### src/rtl/bha_pkg.sv
// Shared types of the snoop bus arbiter.
package bha_pkg;
    typedef enum logic [1:0] {
        PH_IDLE  = 2'd0,
        PH_ADDR  = 2'd1,
        PH_DATA  = 2'd2,
        PH_GRANT = 2'd3
    } bus_phase_t;
endpackage

### src/rtl/bha_beat_cnt.sv
// Counts accepted beats of one bus cycle and flags the last one.
// Assumes len is nonzero and stays stable between clears.
module bha_beat_cnt #(
    parameter int W = 3
) (
    input  logic         clk,
    input  logic         rst_n,
    input  logic         clr,
    input  logic         inc,
    input  logic [W-1:0] len,
    output logic         last
);
    logic [W-1:0] done_q;

    // Beats taken so far; a clear wins over a beat.
    always_ff @(posedge clk) begin
        if (!rst_n)   done_q <= '0;
        else if (clr) done_q <= '0;
        else if (inc) done_q <= done_q + W'(1);
    end

    assign last = (done_q == len - W'(1));

    AST_BEAT_BOUND: assert property (@(posedge clk) disable iff (!rst_n)
        inc |-> (done_q < len));
endmodule

### src/rtl/bha_pend_cnt.sv
// Queue depth of snoop write-backs waiting for the bus.
// Assumes the stub never pushes into a full queue.
module bha_pend_cnt #(
    parameter int DEPTH = 2
) (
    input  logic clk,
    input  logic rst_n,
    input  logic push,
    input  logic pop,
    output logic any
);
    localparam int PW = $clog2(DEPTH + 1);
    logic [PW-1:0] cnt_q;

    // Net change of outstanding write-backs per clock.
    always_ff @(posedge clk) begin
        if (!rst_n)             cnt_q <= '0;
        else if (push && !pop)  cnt_q <= cnt_q + PW'(1);
        else if (pop && !push)  cnt_q <= cnt_q - PW'(1);
    end

    assign any = (cnt_q != '0);

    AST_NO_OVERFLOW: assert property (@(posedge clk) disable iff (!rst_n)
        (cnt_q == PW'(DEPTH)) |-> !(push && !pop));
    AST_NO_UNDERFLOW: assert property (@(posedge clk) disable iff (!rst_n)
        pop |-> (cnt_q != '0));
endmodule

### src/rtl/bha_inv_flag.sv
// Turns a snoop strobe with invalidation into a one-cycle cache request.
// Assumes the cache samples the request every clock.
module bha_inv_flag (
    input  logic clk,
    input  logic rst_n,
    input  logic strobe,
    input  logic inval,
    output logic inv_req
);
    // Register the invalidate request.
    always_ff @(posedge clk) begin
        if (!rst_n) inv_req <= 1'b0;
        else        inv_req <= strobe && inval;
    end

    AST_INV_RAISED: assert property (@(posedge clk) disable iff (!rst_n)
        (strobe && inval) |=> inv_req);
    AST_INV_QUIET: assert property (@(posedge clk) disable iff (!rst_n)
        !(strobe && inval) |=> !inv_req);
endmodule

### src/rtl/snoop_bus_arbiter.sv
// Bus ownership arbiter: core cycles, snoop write-backs, address hold,
// back-off and external bus requests. Idle-phase priority is grant, then
// write-back, then core. Assumes the requester holds its request until
// req_done_o and the write-back stub respects WB_DEPTH.
module snoop_bus_arbiter
    import bha_pkg::*;
#(
    parameter int MAX_XFERS = 4,
    parameter int WB_BEATS  = 4,
    parameter int WB_DEPTH  = 2,
    localparam int LW  = $clog2(MAX_XFERS + 1),
    localparam int WBW = $clog2(WB_BEATS + 1)
) (
    input  logic          clk,
    input  logic          rst_n,
    input  logic          req_valid_i,
    input  logic [LW-1:0] req_len_i,
    input  logic          req_burst_i,
    input  logic          req_nc_code_i,
    input  logic          xfer_ack_i,
    input  logic          addr_hold_i,
    input  logic          backoff_i,
    input  logic          bus_req_i,
    input  logic          wb_req_i,
    input  logic          snp_strobe_i,
    input  logic          snp_inval_i,
    output logic          addr_strobe_o,
    output logic          wb_sel_o,
    output logic          addr_release_o,
    output logic          bus_grant_o,
    output logic          req_done_o,
    output logic          wb_done_o,
    output logic          inv_req_o
);
    bus_phase_t    ph_q, ph_d;
    logic          own_wb_q, own_wb_d;
    logic          core_act_q, core_burst_q, core_nc_q;
    logic [LW-1:0] core_len_q;
    logic          core_last, wb_last, wb_any;

    logic cyc_live, kill, beat, core_beat, wb_beat, core_fin, wb_fin;
    logic hold_ok, idle_ok, idle_grant, idle_wb, idle_core, core_new;

    // Qualify events of the current clock.
    always_comb begin
        cyc_live   = (ph_q == PH_ADDR) || (ph_q == PH_DATA);
        kill       = backoff_i && cyc_live;
        beat       = (ph_q == PH_DATA) && xfer_ack_i && !backoff_i;
        core_beat  = beat && !own_wb_q;
        wb_beat    = beat && own_wb_q;
        core_fin   = core_beat && core_last;
        wb_fin     = wb_beat && wb_last;
        hold_ok    = !core_act_q || core_nc_q;
        idle_ok    = (ph_q == PH_IDLE) && !backoff_i;
        idle_grant = idle_ok && bus_req_i && hold_ok;
        idle_wb    = idle_ok && !idle_grant && wb_any;
        idle_core  = idle_ok && !idle_grant && !wb_any && !addr_hold_i
                     && (core_act_q || req_valid_i);
        core_new   = idle_core && !core_act_q;
    end

    // Choose the next bus phase and its owner.
    always_comb begin
        ph_d     = ph_q;
        own_wb_d = own_wb_q;
        case (ph_q)
            PH_IDLE: begin
                if (idle_grant) begin
                    ph_d = PH_GRANT;
                end else if (idle_wb) begin
                    ph_d     = PH_ADDR;
                    own_wb_d = 1'b1;
                end else if (idle_core) begin
                    ph_d     = PH_ADDR;
                    own_wb_d = 1'b0;
                end
            end
            PH_ADDR:  ph_d = backoff_i ? PH_IDLE : PH_DATA;
            PH_DATA: begin
                if (backoff_i)                        ph_d = PH_IDLE;
                else if (wb_fin || core_fin)          ph_d = PH_IDLE;
                else if (core_beat && !core_burst_q)  ph_d = PH_IDLE;
            end
            PH_GRANT: if (!bus_req_i) ph_d = PH_IDLE;
            default:  ph_d = PH_IDLE;
        endcase
    end

    // Phase and owner registers.
    always_ff @(posedge clk) begin
        if (!rst_n) begin
            ph_q     <= PH_IDLE;
            own_wb_q <= 1'b0;
        end else begin
            ph_q     <= ph_d;
            own_wb_q <= own_wb_d;
        end
    end

    // Record of the core cycle that owns or waits for the bus.
    always_ff @(posedge clk) begin
        if (!rst_n) begin
            core_act_q   <= 1'b0;
            core_burst_q <= 1'b0;
            core_nc_q    <= 1'b0;
            core_len_q   <= LW'(1);
        end else if (core_new) begin
            core_act_q   <= 1'b1;
            core_burst_q <= req_burst_i;
            core_nc_q    <= req_nc_code_i && !req_burst_i;
            core_len_q   <= req_len_i;
        end else if (core_fin) begin
            core_act_q   <= 1'b0;
        end
    end

    bha_beat_cnt #(.W(LW)) u_core_cnt (
        .clk   (clk),
        .rst_n (rst_n),
        .clr   (core_new || (kill && !own_wb_q)),
        .inc   (core_beat),
        .len   (core_len_q),
        .last  (core_last)
    );

    bha_beat_cnt #(.W(WBW)) u_wb_cnt (
        .clk   (clk),
        .rst_n (rst_n),
        .clr   (wb_fin || (kill && own_wb_q)),
        .inc   (wb_beat),
        .len   (WBW'(WB_BEATS)),
        .last  (wb_last)
    );

    bha_pend_cnt #(.DEPTH(WB_DEPTH)) u_pend (
        .clk   (clk),
        .rst_n (rst_n),
        .push  (wb_req_i),
        .pop   (wb_fin),
        .any   (wb_any)
    );

    bha_inv_flag u_inv (
        .clk     (clk),
        .rst_n   (rst_n),
        .strobe  (snp_strobe_i),
        .inval   (snp_inval_i),
        .inv_req (inv_req_o)
    );

    assign addr_strobe_o  = (ph_q == PH_ADDR);
    assign wb_sel_o       = own_wb_q;
    assign bus_grant_o    = (ph_q == PH_GRANT);
    assign addr_release_o = addr_hold_i || bus_grant_o;
    assign req_done_o     = core_fin;
    assign wb_done_o      = wb_fin;

    AST_LEN_LEGAL: assert property (@(posedge clk) disable iff (!rst_n)
        req_valid_i |-> (req_len_i != '0 && req_len_i <= LW'(MAX_XFERS)));
    AST_HOLD_STROBE_WB: assert property (@(posedge clk) disable iff (!rst_n)
        (addr_strobe_o && $past(addr_hold_i)) |-> wb_sel_o);
    AST_BACKOFF_STOPS: assert property (@(posedge clk) disable iff (!rst_n)
        backoff_i |=> !addr_strobe_o);
    AST_GRANT_RISE: assert property (@(posedge clk) disable iff (!rst_n)
        $rose(bus_grant_o) |-> $past(bus_req_i));
    AST_GRANT_FALL: assert property (@(posedge clk) disable iff (!rst_n)
        $fell(bus_grant_o) |-> !$past(bus_req_i));
    AST_DONE_EXCLUSIVE: assert property (@(posedge clk) disable iff (!rst_n)
        !(req_done_o && wb_done_o));
endmodule

### config.mk
export PLATFORM = sky130hd
export DESIGN_NAME = snoop_bus_arbiter
export DESIGN_NICKNAME = d
export VERILOG_FILES = /design/src/rtl/bha_pkg.sv /design/src/rtl/bha_beat_cnt.sv /design/src/rtl/bha_pend_cnt.sv /design/src/rtl/bha_inv_flag.sv /design/src/rtl/snoop_bus_arbiter.sv
export SDC_FILE = /design/constraint.sdc
export NUM_CORES = 1
export LEC_CHECK = 0
export ABC_AREA = 0
export ABC_CLOCK_PERIOD_IN_PS = 3400
export BUFFER_PORTS_ARGS = -buffer_cell sky130_fd_sc_hd__buf_2
export CAP_MARGIN = 10
export CELL_PAD_IN_SITES_DETAIL_PLACEMENT = 2
export CELL_PAD_IN_SITES_GLOBAL_PLACEMENT = 2
export CORE_UTILIZATION = 35
export DETAILED_ROUTE_END_ITERATION = 16
export PLACE_DENSITY = 0.83
export SLEW_MARGIN = 25
export SYNTH_ARGS = -nofsm -noshare
export SYNTH_HDL_FRONTEND = slang
export SYNTH_HIERARCHICAL = 1
export SYNTH_SLANG_ARGS = --single-unit
### constraint.sdc
create_clock -name clk -period 3.4 [get_ports clk]
set_input_delay 0.17 -clock clk [delete_from_list [all_inputs] [get_ports clk]]
set_output_delay 0.17 -clock clk [all_outputs]
set_load 0.005 [all_outputs]
Yosys cells after proc, flatten, opt, wreduce, memory -nomap -nowiden

Index checks and enable logic that the tools add are counted.
W data, S select, Z words.

Flip-flop bits (word level): 18
Word-level logic and storage cells: 89
Input port bits: 15

Equality and inequality tests: 8
Reduce and logical (&&, ||, !) cells: 49
Multiplexer cells: 15
$add $sub $neg: 5
Bitwise logic cells: 2

Operator list:

| cell                  | count |
|---|---|
| $logic_and A1 B1 Y1   | 23 |
| $mux W2               | 10 |
| $logic_not A1 Y1      | 10 |
| $pmux W2 S4           | 1 |
| $reduce_bool A2 Y1    | 4 |
| $logic_or A1 B1 Y1    | 7 |
| $add A3 B1 Y3 const B | 2 |
| $reduce_and A3 Y1     | 2 |
| $eq A2 B2 Y1 const B  | 2 |
| $mux W1               | 4 |
| $ne A4 B2 Y1 const B  | 1 |
| $ne A4 B4 Y1 const B  | 1 |
| $reduce_or A2 Y1      | 2 |
| $eq A3 B2 Y1 const B  | 1 |
| $eq A3 B3 Y1          | 1 |
| $sub A3 B1 Y3 const B | 1 |
| $add A2 B1 Y2 const B | 1 |
| $eq A2 B1 Y1 const B  | 1 |
| $logic_not A2 Y1      | 1 |
| $ne A2 B2 Y1 const B  | 1 |
| $not A1 Y1            | 2 |
| $sub A2 B1 Y2 const B | 1 |

Depth between registers and ports, before layout

Depth in word-level cells: 13
Depth in mapped cells: 11

By module

Netlist, hierarchy kept.

Modules (own cells, without submodules):

| module            | sequential area each (µm²) | area each (µm²) | cells an instance | times used |
|---|---|---|---|---|
| snoop_bus_arbiter | 180.2                      | 619.3           | 73                | 1 |
| bha_beat_cnt      | 60.1                       | 198.9           | 19                | 2 |
| bha_pend_cnt      | 40.0                       | 105.1           | 11                | 1 |
| bha_inv_flag      | 20.0                       | 26.3            | 2                 | 1 |

Least setup slack after synthesis

Ideal clock, no wire load.

Path kind: register -> register
Start: register u_wb_cnt.done_q[2]
End: register u_pend.cnt_q[1]
Slack: 1496 ps
Cell stages (with the launch flop): 9
Data arrival time: 1834 ps
Setup time: 70 ps
Cells stage by stage: dfxtp_1 xor3_1 nor3_2 inv_1 nor2_1 inv_1 ha_1 or3_1 a21boi_1

Word-level cells in the longest chain between the ends: 5

RTL lines:

| what                                          | line                    | source |
|---|---|---|
| from (decl)                                   | bha_beat_cnt.sv:13      | `logic [W-1:0] done_q;` |
| from (signal assigned)                        | bha_beat_cnt.sv:19      | `else if (inc) done_q <= done_q + W'(1);` |
| $eq A3 B2 Y1 (*)                              | bha_beat_cnt.sv:22      | `assign last = (done_q == len - W'(1));` |
| net wb_last                                   | snoop_bus_arbiter.sv:39 | `logic core_last, wb_last, wb_any;` |
| $logic_and A1 B1 Y1 (*)                       | snoop_bus_arbiter.sv:52 | `wb_fin = wb_beat && wb_last;` |
| net wb_done_o                                 | snoop_bus_arbiter.sv:32 | `output logic wb_done_o,` |
| $logic_not A1 Y1                              | bha_pend_cnt.sv:18      | `else if (push && !pop) cnt_q <= cnt_q + PW'(1);` |
| $logic_and A1 B1 Y1                           | bha_pend_cnt.sv:18      |  |
| $mux W2 or $reduce_bool A2 Y1 (tied branches) | --                      |  |
| to (signal assigned)                          | bha_pend_cnt.sv:18      |  |
| to (signal assigned)                          | bha_pend_cnt.sv:19      | `else if (pop && !push) cnt_q <= cnt_q - PW'(1);` |
| to (decl)                                     | bha_pend_cnt.sv:13      | `logic [PW-1:0] cnt_q;` |

Mark *: on every way through the listed nets, which the timed path passes. The rest lies on a longest branch.
A chain may end at the register's enable or synchronous reset.

Final worst setup path

Start: register u_wb_cnt.done_q[2]
End: register u_pend.cnt_q[1]

Word-level cells in the longest chain between the ends: 5

RTL lines:

| what                                          | line |
|---|---|
| $eq A3 B2 Y1 (*)                              | bha_beat_cnt.sv:22 |
| net wb_last                                   | snoop_bus_arbiter.sv:39 |
| $logic_and A1 B1 Y1 (*)                       | snoop_bus_arbiter.sv:52 |
| $logic_not A1 Y1                              | bha_pend_cnt.sv:18 |
| $logic_and A1 B1 Y1                           | bha_pend_cnt.sv:18 |
| $mux W2 or $reduce_bool A2 Y1 (tied branches) | -- |

Marks and branches as above.

==> run_results.csv <==
group,metric,value,unit
critical_path,cp.buffers_inverters,2,
floorplan,start_util,37.3,%
sta,skew,0.000778,ns
critical_path,critPathMaxStageDelay,0.37,ns
logic_synthesis,ys.flop_type,"dfxtp_1",
sta,hold_viol,0,
place,dp_hpwl,2300,um
pwr,p_leak,0.584,nW
sta,setup_viol,0,
global_routing,track_usage,19.1,%
clocking,cts_tree,"yes",
detailed_routing,num_vias,978,
critical_path,slowest_stage,"xor3_1",
sta,max_slew_margin,54.9,%
run_status,outcome,"finished, final reports clean",
pwr,ir_drop,0.214,mV
place,gp_congestion,0.729,
logic_synthesis,async_reset_ff_share,0,%
sta,final.setup.tns,0,ns
detailed_routing,routed_via_density,5.04,
sta,max_freq,0.477,GHz
floorplan,core,3080,sq um
critical_path,path_class,"reg2reg",
clocking,path_clk_slew,0.12,ns
clocking,clock_path_buffers,2,
clocking,clock_latency,0.30,ns
clocking,numClockSinks,18,
cells_and_area,layout_commonest_cell,"buf_2",
sta,rsz0062_at_grt,"false",
floorplan,fp-row-count,20,
clocking,post_cts_resized,0,
sta,final_max_slew_viol_count,0,
worst_hold_path,hp-class,"in2reg",
cells_and_area,nets,176,
logic_synthesis,synth.distinct_cells,41,
clocking,cts-root-buf,"clkbuf_4",
detailed_routing,wl_per_cell,15.1,um
floorplan,dieHeight,59.3,um
global_routing,grt-ovfl-total,0,
logic_synthesis,synth_warnings,6,
detailed_routing,drtPass1Iterations,4,
clocking,postCtsSetupRepairBufs,0,
cells_and_area,final_cell_mix,"21 x buf_2, 18 x dfxtp_1, 11 x inv_1, 11 x nand2_1, 10 x ha_1",
logic_synthesis,ys_seq_area_share,31.4,%
clocking,htree_levels,1,
critical_path,cp.required,3.64,ns
logic_synthesis,netlist_area,1150,sq um
detailed_routing,wirelength,2920,um
pwr,p_per_area,413,nW/um^2
sta,worst_pin_slew,0.666,ns
clocking,ctsHoldBuffers,0,
critical_path,end_kind,"register",
clocking,cts_buffers,3,
logic_synthesis,synth_edf_count,0,
detailed_routing,ant_nets,0,
place,dp_cells,190,
sta,fin_crit_sh,61.7,%
cells_and_area,drive_above_1_share,23.3,%
critical_path,crit_path_cell_trace,"xor3_1 -> nor3_2 -> inv_1 -> nor2_1 -> inv_1 -> ha_1 -> or3_1 -> a21boi_1",
critical_path,path_delay_family,"simple AND/OR/NAND/NOR gates",
detailed_routing,drc,0,
cells_and_area,finalNonFillerCells,194,
sta,period_needed,2.10,ns
floorplan,die_area,3510,sq um
place,port_buffers,21,
global_routing,antenna_found_initial,0,
critical_path,arrival,2.34,ns
logic_synthesis,synth-seq-cells,18,
floorplan,ios,22,
critical_path,cp-start-kind,"register",
logic_synthesis,avgSynthCellArea,9.26,sq um
global_routing,grt_pass1_wl,4920,um
run,cap_violations,0,
floorplan,die_w,59.3,um
global_routing,grt_pass1_vias,1090,
global_routing,grt_max_degree,21,
detailed_routing,dr.first_iter.drc_count,18,
logic_synthesis,synthCells,124,
critical_path,crit_top_cell,"inv_1",
cells_and_area,area_growth,18.0,%
critical_path,path_max_fanout,3,
cells_and_area,antenna_cells,0,
-- synthesized netlist by cell type (2+ instances only) --
cell type	n	area share [%]
nor3_2	2	1.7
o21ai_0	3	1.3
nand2_1	11	3.6
ha_1	10	11
nor2b_1	3	1.6
inv_1	11	3.6
dfxtp_1	18	31
a21oi_1	3	1.3
nor2_1	8	2.6
conb_1	2	0.65
xor3_1	2	4.1
mux2i_1	8	7.0
a21bo_2	2	1.7
nand3b_1	4	2.6
and2_1	2	1.1
nand2b_1	3	1.6
o21a_1	2	1.3
xnor2_1	7	5.3
-- flip-flops by register name (all words and copies together), names as in the netlist --
register and flops:
core_burst_q 1, core_act_q 1, core_nc_q 1, wb_sel_o 1, u_wb_cnt/done_q 3, u_pend/cnt_q 2, ph_q 2, u_inv/inv_req 1
core_len_q 3, u_core_cnt/done_q 3
-- per-stage QoR --
step | power (W) | hold slack [ns] | utilization, % | worst slack, ns | cell area, sq um
after floorplan | 0.000363 | 0.292 | - | 1.50 | 1160
after global placement | 0.000407 | 0.400 | 42.6 | 1.43 | 1310
after detailed placement | 0.000419 | 0.412 | 42.6 | 1.31 | 1310
after CTS | 0.000565 | 0.0786 | 43.8 | 0.999 | 1350
after global routing | 0.000596 | 0.0722 | 44.0 | 1.12 | 1360
final | 0.000560 | 0.0841 | 44.0 | 1.30 | 1360
-- logic make-up after synthesis --
kind of cell / after synthesis / share of synthesized area, %
multiplexers: 8 / 6.97
adder cells (fa/ha/maj): 10 / 10.9
flip-flops: 18 / 31.4
buffers and inverters: 12 / 3.92
XOR/XNOR: 10 / 10.2
other: 2 / 0.654
AO/OA/AOI/OAI: 22 / 14.5
AND/OR/NAND/NOR: 42 / 21.5
-- layer usage --
layer / share of wire, % / track usage (%) / up-vias
li1: - / - / 474
met1: 41 / 20.7 / 474
met2: 54 / 36.0 / 21
met3: 3.0 / 2.62 / 9
met4: 2.6 / 9.18 / 0
met5: 0 / 0 / -
-- power breakdown --
group          internal, W  switching, W  leakage [nW]
Combinational    0.0000808     0.0000966         0.417
Sequential        0.000225     0.0000159         0.146
Clock            0.0000654     0.0000764        0.0210
-- area by class of cell --
class / count / area [sq um]
Sequential cell: 18 / 360
Clock buffer: 4 / 36.3
Inverter: 11 / 41.3
Timing Repair Buffer: 21 / 105
Fill cell: 351 / 1720
Multi-Input combinational cell: 96 / 757
Tap cell: 44 / 55.1
-- worst register-to-register path: stages, from the launching register on --
cell and delay, ns:
dfxtp_1 0.34, xor3_1 0.37, nor3_2 0.12, inv_1 0.08, nor2_1 0.20, inv_1 0.08
ha_1 0.32, or3_1 0.37, a21boi_1 0.16
-- worst paths after layout --
kind | endpoint | depth (start not counted) | slack, ns | from
setup / recovery | u_pend/cnt_q[1] | 8 | 1.30 | u_wb_cnt/done_q[2]
hold / removal | u_inv/inv_req | 2 | 0.08 | snp_inval_i
setup reg to reg | u_pend/cnt_q[1] | 8 | 1.30 | u_wb_cnt/done_q[2]
hold reg to reg | core_nc_q | 2 | 0.48 | core_nc_q
Power figures use the tool's default switching activity.
